$ cat src/rtl/sm_div_pkg.sv
package sm_div_pkg;

    typedef enum logic [2:0] {
        ST_IDLE  = 3'd0,
        ST_PREP  = 3'd1,
        ST_ITER  = 3'd2,
        ST_ROUND = 3'd3,
        ST_SIGN  = 3'd4
    } dstate_e;

    typedef struct packed {
        logic ovf;
        logic dz;
        logic zero;
    } dflags_t;

endpackage

$ cat src/rtl/sm_mag_conv.sv
// Conditional two's complement: turns a signed field into its magnitude.
module sm_mag_conv #(
    parameter int W = 8
) (
    input  logic [W-1:0] val_i,
    input  logic         neg_i,
    output logic [W-1:0] mag_o
);
    logic [W-1:0] inv;

    generate
        if (W == 1) begin : g_narrow
            assign inv = val_i;
        end else begin : g_wide
            assign inv = ~val_i + W'(1);
        end
    endgenerate

    assign mag_o = neg_i ? inv : val_i;
endmodule

$ cat src/rtl/sm_div_step.sv
// One restoring iteration: shift left, trial subtract, add back if negative.
module sm_div_step #(
    parameter int N = 8
) (
    input  logic [N-1:0] rem_i,
    input  logic [N-1:0] quo_i,
    input  logic [N-1:0] dvs_i,
    output logic [N-1:0] rem_o,
    output logic [N-1:0] quo_o
);
    logic [N:0] shifted;
    logic [N:0] trial;
    logic [N:0] restored;
    logic       neg;

    assign shifted  = {rem_i, quo_i[N-1]};
    assign trial    = shifted - {1'b0, dvs_i};
    assign neg      = trial[N];
    assign restored = trial + {1'b0, dvs_i};
    assign rem_o    = neg ? restored[N-1:0] : trial[N-1:0];
    assign quo_o    = {quo_i[N-2:0], ~neg};
endmodule

$ cat src/rtl/sm_round.sv
// Rounding: increment the quotient when twice the remainder reaches the divisor.
module sm_round #(
    parameter int N = 8
) (
    input  logic [N-1:0] rem_i,
    input  logic [N-1:0] quo_i,
    input  logic [N-1:0] dvs_i,
    output logic [N-1:0] quo_o,
    output logic         carry_o
);
    logic       up;
    logic [N:0] sum;

    assign up      = {rem_i, 1'b0} >= {1'b0, dvs_i};
    assign sum     = {1'b0, quo_i} + (N+1)'(up);
    assign quo_o   = sum[N-1:0];
    assign carry_o = sum[N];
endmodule

$ cat src/rtl/sm_divider.sv
module sm_divider
    import sm_div_pkg::*;
#(
    parameter int N = 8
) (
    input  logic         clk,
    input  logic         rst_n,
    input  logic         start_i,
    input  logic [N-1:0] dvd_hi_i,
    input  logic [N-1:0] dvd_lo_i,
    input  logic         dvd_neg_i,
    input  logic [N-1:0] dvs_i,
    input  logic         dvs_neg_i,
    output logic         done_o,
    output logic [N-1:0] quo_o,
    output logic [N-1:0] rem_o,
    output logic         quo_neg_o,
    output logic         ovf_o,
    output logic         dz_o,
    output logic         zero_o
);
    localparam int W2 = 2 * N;
    localparam int CW = $clog2(N + 1);

    typedef struct packed {
        dstate_e      st;
        logic [CW-1:0] cnt;
        logic [N-1:0] a;
        logic [N-1:0] q;
        logic [N-1:0] b;
        logic         an;
        logic         bn;
        logic         qs;
        logic         rc;
        logic         done;
        logic [N-1:0] quo;
        logic [N-1:0] rem;
        logic         qneg;
        dflags_t      fl;
    } regs_t;

    regs_t r_q, r_d;

    logic [W2-1:0] dmag;
    logic [N-1:0]  bmag;
    logic [N-1:0]  stp_rem, stp_quo;
    logic [N-1:0]  rnd_quo;
    logic          rnd_c;

    sm_mag_conv #(.W(W2)) u_dvd_mag (
        .val_i ({r_q.a, r_q.q}),
        .neg_i (r_q.an),
        .mag_o (dmag)
    );

    sm_mag_conv #(.W(N)) u_dvs_mag (
        .val_i (r_q.b),
        .neg_i (r_q.bn),
        .mag_o (bmag)
    );

    sm_div_step #(.N(N)) u_step (
        .rem_i (r_q.a),
        .quo_i (r_q.q),
        .dvs_i (r_q.b),
        .rem_o (stp_rem),
        .quo_o (stp_quo)
    );

    sm_round #(.N(N)) u_round (
        .rem_i   (r_q.a),
        .quo_i   (r_q.q),
        .dvs_i   (r_q.b),
        .quo_o   (rnd_quo),
        .carry_o (rnd_c)
    );

    always_comb begin
        r_d      = r_q;
        r_d.done = 1'b0;
        unique case (r_q.st)
            ST_IDLE: begin
                if (start_i) begin
                    r_d.a  = dvd_hi_i;
                    r_d.q  = dvd_lo_i;
                    r_d.b  = dvs_i;
                    r_d.an = dvd_neg_i;
                    r_d.bn = dvs_neg_i;
                    r_d.rc = 1'b0;
                    r_d.st = ST_PREP;
                end
            end
            ST_PREP: begin
                r_d.a   = dmag[W2-1:N];
                r_d.q   = dmag[N-1:0];
                r_d.b   = bmag;
                r_d.qs  = r_q.an ^ r_q.bn;
                r_d.cnt = '0;
                if (bmag == '0) begin
                    r_d.fl.dz   = 1'b1;
                    r_d.fl.ovf  = 1'b0;
                    r_d.fl.zero = 1'b0;
                    r_d.quo     = '0;
                    r_d.rem     = '0;
                    r_d.qneg    = r_q.an ^ r_q.bn;
                    r_d.done    = 1'b1;
                    r_d.st      = ST_IDLE;
                end else if (dmag[W2-1:N] >= bmag) begin
                    r_d.fl.dz   = 1'b0;
                    r_d.fl.ovf  = 1'b1;
                    r_d.fl.zero = 1'b0;
                    r_d.quo     = '0;
                    r_d.rem     = '0;
                    r_d.qneg    = r_q.an ^ r_q.bn;
                    r_d.done    = 1'b1;
                    r_d.st      = ST_IDLE;
                end else if ((dmag[W2-1:N] == '0) && (dmag[N-1:0] < bmag)) begin
                    r_d.fl.dz   = 1'b0;
                    r_d.fl.ovf  = 1'b0;
                    r_d.fl.zero = 1'b1;
                    r_d.quo     = '0;
                    r_d.rem     = dmag[N-1:0];
                    r_d.qneg    = r_q.an ^ r_q.bn;
                    r_d.done    = 1'b1;
                    r_d.st      = ST_IDLE;
                end else begin
                    r_d.st = ST_ITER;
                end
            end
            ST_ITER: begin
                r_d.a   = stp_rem;
                r_d.q   = stp_quo;
                r_d.cnt = r_q.cnt + CW'(1);
                if (r_q.cnt == CW'(N - 1)) begin
                    r_d.st = ST_ROUND;
                end
            end
            ST_ROUND: begin
                r_d.q  = rnd_quo;
                r_d.rc = rnd_c;
                r_d.st = ST_SIGN;
            end
            ST_SIGN: begin
                r_d.fl.ovf  = r_q.rc;
                r_d.fl.dz   = 1'b0;
                r_d.fl.zero = 1'b0;
                if (r_q.rc) begin
                    r_d.quo = '0;
                    r_d.rem = '0;
                end else begin
                    r_d.quo = r_q.qs ? (~r_q.q + N'(1)) : r_q.q;
                    r_d.rem = r_q.a;
                end
                r_d.qneg = r_q.qs;
                r_d.done = 1'b1;
                r_d.st   = ST_IDLE;
            end
            default: begin
                r_d.st = ST_IDLE;
            end
        endcase
    end

    always_ff @(posedge clk or negedge rst_n) begin
        if (!rst_n) begin
            r_q <= '0;
        end else begin
            r_q <= r_d;
        end
    end

    assign done_o    = r_q.done;
    assign quo_o     = r_q.quo;
    assign rem_o     = r_q.rem;
    assign quo_neg_o = r_q.qneg;
    assign ovf_o     = r_q.fl.ovf;
    assign dz_o      = r_q.fl.dz;
    assign zero_o    = r_q.fl.zero;
endmodule

$ cat config.mk
export PLATFORM = sky130hd
export DESIGN_NAME = sm_divider
export DESIGN_NICKNAME = d
export VERILOG_FILES = /design/src/rtl/sm_div_pkg.sv /design/src/rtl/sm_mag_conv.sv /design/src/rtl/sm_div_step.sv /design/src/rtl/sm_round.sv /design/src/rtl/sm_divider.sv
export SDC_FILE = /design/constraint.sdc
export NUM_CORES = 1
export LEC_CHECK = 0
export BUFFER_PORTS_ARGS = -buffer_cell sky130_fd_sc_hd__buf_4
export CAP_MARGIN = 15
export CORE_ASPECT_RATIO = 0.6
export CORE_MARGIN = 1.5
export CORE_UTILIZATION = 55
export DETAILED_ROUTE_END_ITERATION = 8
export PLACE_DENSITY = 0.77
export SLEW_MARGIN = 40
export SYNTH_ARGS = -nofsm -noshare
export SYNTH_HDL_FRONTEND = slang
export SYNTH_HIERARCHICAL = 1
export SYNTH_SLANG_ARGS = --single-unit
$ cat constraint.sdc
create_clock -name clk -period 3.7 [get_ports clk]
set_clock_uncertainty 0.15 [all_clocks]
set_input_delay 0.185 -clock clk [delete_from_list [all_inputs] [get_ports clk]]
set_output_delay 0.185 -clock clk [all_outputs]
set_load 0.03 [all_outputs]
Yosys cells after proc, flatten, opt, wreduce, memory -nomap -nowiden
Index checks and enable logic that the tools add are counted.

operators by class
  $lt $le $gt $ge = 3
  muxes and demuxes = 22
  bitwise operators = 5
  add/subtract/negate cells = 7
  reduce and logical (&&, ||, !) cells = 17
  eq/ne operators = 8

operators by type and width
  operator               number
  $mux 21                3
  $pmux 21 s2            1
  $mux 16                2
  $pmux 8 s4             1
  $mux 26                1
  $mux 8                 3
  $pmux 8 s3             1
  $add 16x1->16 const B  1
  $add 8x1->8 const B    2
  $logic_not 8->1        2
  $not 16->16            1
  $not 8->8              2
  $pmux 8 s2             1
  $reduce_and 2->1       7
  $mux 3                 4
  $pmux 3 s4             1
  $add 8x1->9            1
  $ge 9x8->1             1
  $sub 9x8->9            1
  $add 8x8->8            1
  $ge 8x8->1             1
  $lt 8x8->1             1
  $pmux 4 s2             1
  $reduce_bool 2->1      4
  16 further kinds       18

storage, ports and cells
  word-level logic and storage cells = 78
  bits in registers = 56
  output and inout bits = 21

Depth between registers and ports, before layout
  word-level depth = 9
  gate-level depth with buffers = 15
  depth with buffers taken out = 15

Modules after synthesis
The synthesis kept the hierarchy.

modules (own cells, without submodules)
  module                   area each (µm²)  sequential area each (µm²)  cells an instance  times used
  sm_divider               3228.1           1401.3                      335                1
  sm_div_step              838.3            0.0                         101                1
  sm_mag_conv (u_dvd_mag)  332.8            0.0                         47                 1
  sm_round                 310.3            0.0                         43                 1
  sm_mag_conv (u_dvs_mag)  171.4            0.0                         21                 1

Worst setup path after synthesis
No wires, ideal clock.

  kind = flip-flop to flip-flop
  start = register r_q[37] (netlist name)
  end = register r_q (netlist bit rem_o[5])
  period minus slack after synthesis = 3.641 ns
  setup slack = 0.059 ns
  library setup time = 0.090 ns
  stages on the path, launching flop included = 13
  data arrival time = 3.401 ns
  path buffers = 1
  data required time = 3.460 ns
  path through = dfrtp_1 or4_1 or3_4 o31a_2 xor2_1 ha_1 or4_1 a21oi_2 nor3_1 o32ai_4 inv_2 buf_6 o221ai_2

between the ends
  cells in the longest elaborated chain, start to end = 7
  elaborated cells between the ends (all ways) = 13
  those cells by class = 1 x add/sub; 2 x order compare; 1 x eq/ne; 5 x mux; 1 x bitwise; 3 x reduce/logical

RTL lines
  what                                                    RTL line                              RTL
  start: declaration                                      sm_divider.sv:42                      regs_t r_q, r_d;
  start signal: assignment                                sm_divider.sv:168                     r_q <= r_d;
  $not 16->16 *                                           sm_mag_conv.sv:15                     assign inv = ~val_i + W'(1);
  $add 16x1->16 *                                         sm_mag_conv.sv:15
  $mux 16 *                                               sm_mag_conv.sv:19                     assign mag_o = neg_i ? inv : val_i;
  named net dmag[11]                                      sm_divider.sv:44                      logic [W2-1:0] dmag;
  $ge 8x8->1 / $logic_not 8->1 (equally long branches)    sm_divider.sv:108, sm_divider.sv:117
  $mux 21 / $logic_and 1x1->1 (equally long branches)     sm_divider.sv:108, sm_divider.sv:117
  $mux 21 / $ne 4x4->1 (equally long branches)            --
  $pmux 21 s2 / $reduce_and 2->1 (equally long branches)  --

Mark *: on every way through the listed nets, which the timed path passes. The rest lies on a longest branch. The select of a mux whose other input is x is not followed.
A chain may end at the register's enable or synchronous reset.

Worst setup path after layout
  start = register r_q[37] (netlist name)
  end = register r_q (netlist bit rem_o[0])

Same word-level chain as after synthesis.

==> impl_metrics.tcl <==
set metrics [dict create \
    path_clk_slew_ns 0.08 \
    cp_top_family "simple AND/OR/NAND/NOR gates" \
    fp.coreArea_um2 8560 \
    cts_tree "built" \
    initial_core_util_pct 57.0 \
    cp.arrival_ns 3.77 \
    drt_iter0_drc 589 \
    n_antenna_cell 0 \
    critPathLaunchType "register" \
    setup_ws_ns -0.00933 \
    violations "hold timing, setup timing" \
    max_stage_delay_ns 0.54 \
    port_buffers 49 \
    track_usage_pct 30.0 \
    die_h_um 76.0 \
    drc 0 \
    wl_met2_um 6010 \
    synth_edf_count 0 \
    hold_end "r_q[29]" \
    synthFlopType "dfrtp_1" \
    crit_chain "or4_4, or3_4, o31a_4, xor2_4, ha_4, or4_4, a21oi_4, nor3_4, o32ai_4, clkinv_4, buf_12, o221ai_2" \
    r2r_cells 12 \
    slew_headroom_pct 47.7 \
    worst_hold_path.num_cells 3 \
    drive_above_1_share_pct 27.6 \
    ant_nets 0 \
    endpoint_kind "register" \
    clock-sinks 56 \
    clock_latency_ns 0.30 \
    finalHoldViolCount 1 \
    tightestPinTransition_ns 0.784 \
    place_area_um2 5360 \
    numCtsBuffers 5 \
    die_w_um 125 \
    via_per_inst 6.30 \
    route.met3.wl_um 1930 \
    overflow 0 \
    crit_fanout 6 \
    wl_met1_um 6330 \
    crit_top_cell "or4_4" \
    io_pins 50 \
    first_global_vias 4362 \
    highest_layer "met4" \
    worstSetupPathType "register to register" \
    hold_class "primary input to register" \
    wl_per_cell_um 20.2 \
    rsz0062_at_grt "true" \
    final_cell_mix "buf_4, nand2_1, dfrtp_1" \
    final_common_cell "buf_4" \
    pre_cts_ws_ns -0.0308 \
    grt_max_degree 57 \
    ctsRootBufferMaster "clkbuf_16" \
    num_vias 4535 \
    finalSetupViolations 1 \
    htreeDepth 2 \
    synth-seq-area-share_pct 28.7 \
    area_delta_synth_final_pct 21.1 \
    synth_cell_types 73 \
    grt_pass1_wl_um 22700 \
    netlist_area_um2 4880 \
    setup_tns_ns -0.00933 \
    num_rows 26 \
    postSynthCellCount 547 \
    detail_route.first_pass.iterations 6 \
    status "complete, but fails checks" \
    synth_fp_nets 621 \
    gp_congestion 0.897 \
    drv_slew 0 \
    whs_ns -0.000793 \
    syn_area_per_cell_um2 8.92 \
    r2r-start "r_q[37]" \
    fmax_mhz 270 \
    reg2reg_to "rem_o[0]" \
    die_area_um2 9470 \
    timing.final.crit_share_pct 100 \
    cp.required_ns 3.76 \
    antenna_found_initial 0 \
    async_reset_ff_share_pct 100 \
    fin_crit_ns 3.71 \
    drt-total-wl_um 14500 \
    dp_hpwl_um 10700 \
    timing.reg2reg.setup_slack_ns -0.009 \
    cp_num_buf_inv 2 \
    ys_ff_latch 56 \
    cap_viol_max_count 0 \
    clk_path_buf_depth 2 \
    yosysWarnings 6 \
    layout.nets 681 \
    cp_slowest_cell "or4_4" \
    worstHoldStart "dvs_i[4]" \
    final_cell_area_um2 5910 \
]
[final cells by class]
class	instances	area, um^2
multi-input cells	401	3260
fillers	661	2640
flip-flops and latches	56	1410
repair buffers	96	771
inverters	47	181
well taps	112	140
clock buffers	6	139
clock inverters	2	15.0
[worst max path at each step]
stage / from / endpoint / slack (ns) / depth (start not counted)
floorplan: r_q[37] / rem_o[5] / 0.06 / 12
global placement: r_q[37] / rem_o[0] / 0.05 / 11
detailed placement: r_q[37] / rem_o[0] / -0.03 / 11
CTS: r_q[37] / ovf_o / 0.02 / 11
global route: r_q[42] / rem_o[0] / -0.1 / 12
finish: r_q[37] / rem_o[0] / -0.009 / 12
[synthesized netlist by cell type (all sizes together) (3+ instances only)]
master,count,area [um^2]
nand2,66,248
dfrtp,56,1400
inv,47,176
ha,43,538
nor2,41,161
xnor2,34,298
buf,32,234
a21oi,27,143
o21ai,20,111
nand3,16,85.1
a222oi,15,150
xor2,12,105
clkbuf,11,41.3
o31ai,10,98.8
a22o,9,78.8
o221ai,9,129
a21o,8,60.1
or3,8,65.1
nand2b,7,43.8
o22ai,7,50.1
mux2,6,90.1
a211oi,5,42.5
or4,5,37.5
nor2b,4,25.0
nor3,4,20.0
nor4,4,31.3
nand4,3,18.8
nor3b,3,27.5
o211ai,3,22.5
o41ai,3,33.8
[kinds of logic after synthesis]
| group | synth area share, % |
|---|---|
| adder cells (fa/ha/maj) | 11.8 |
| AO/OA/AOI/OAI | 22.3 |
| buffers and inverters | 9.25 |
| flip-flops | 28.7 |
| AND/OR/NAND/NOR | 17.8 |
| XOR/XNOR | 8.25 |
| multiplexers | 1.85 |
[metal layers]
layer | vias to the layer above | track usage, %
met1 | 2147 | 45.3
met3 | 34 | 8.85
met2 | 288 | 43.2
li1 | 2066 | -
met4 | 0 | 4.14
met5 | - | 0
[repair_timing]
action                                  4_1_cts  5_1_grt
gates resized for setup                       5       41
endpoints found under the setup margin       11       23
pin swaps                                     1       13
buffers inserted                              0        8
hold endpoints to repair                     62        0
hold buffers                                  7        0
[flip-flops by register name (all words and copies together), names as in the netlist]
register	cells
quo_neg_o	1
quo_o	8
rem_o	8
zero_o	1
ovf_o	1
r_q	35
done_o	1
dz_o	1
[worst register-to-register path, cell delays in order (launching register included)]
cell      delay, ns
dfrtp_1        0.39
or4_4          0.54
or3_4          0.39
o31a_4         0.32
xor2_4         0.17
ha_4           0.17
or4_4          0.49
a21oi_4        0.17
nor3_4         0.06
o32ai_4        0.34
clkinv_4       0.11
buf_12         0.16
o221ai_2       0.17
[per-stage QoR]
| stage | hold WS (ns) | instances | utilization, % |
|---|---|---|---|
| 2_1_floorplan | -0.261 | 547 | - |
| 3_5_place_dp | 0.143 | 696 | 62.7 |
| 3_3_place_gp | 0.138 | 696 | 62.5 |
| 5_1_grt | 0.0232 | 720 | 69.1 |
| 6_report | -0.000793 | 720 | 69.1 |
| 4_1_cts | 0.00151 | 711 | 65.5 |
Power is left out: the tool's default activity adds up to more than one toggle a clock period on the data nets, which glitch-free logic cannot reach.
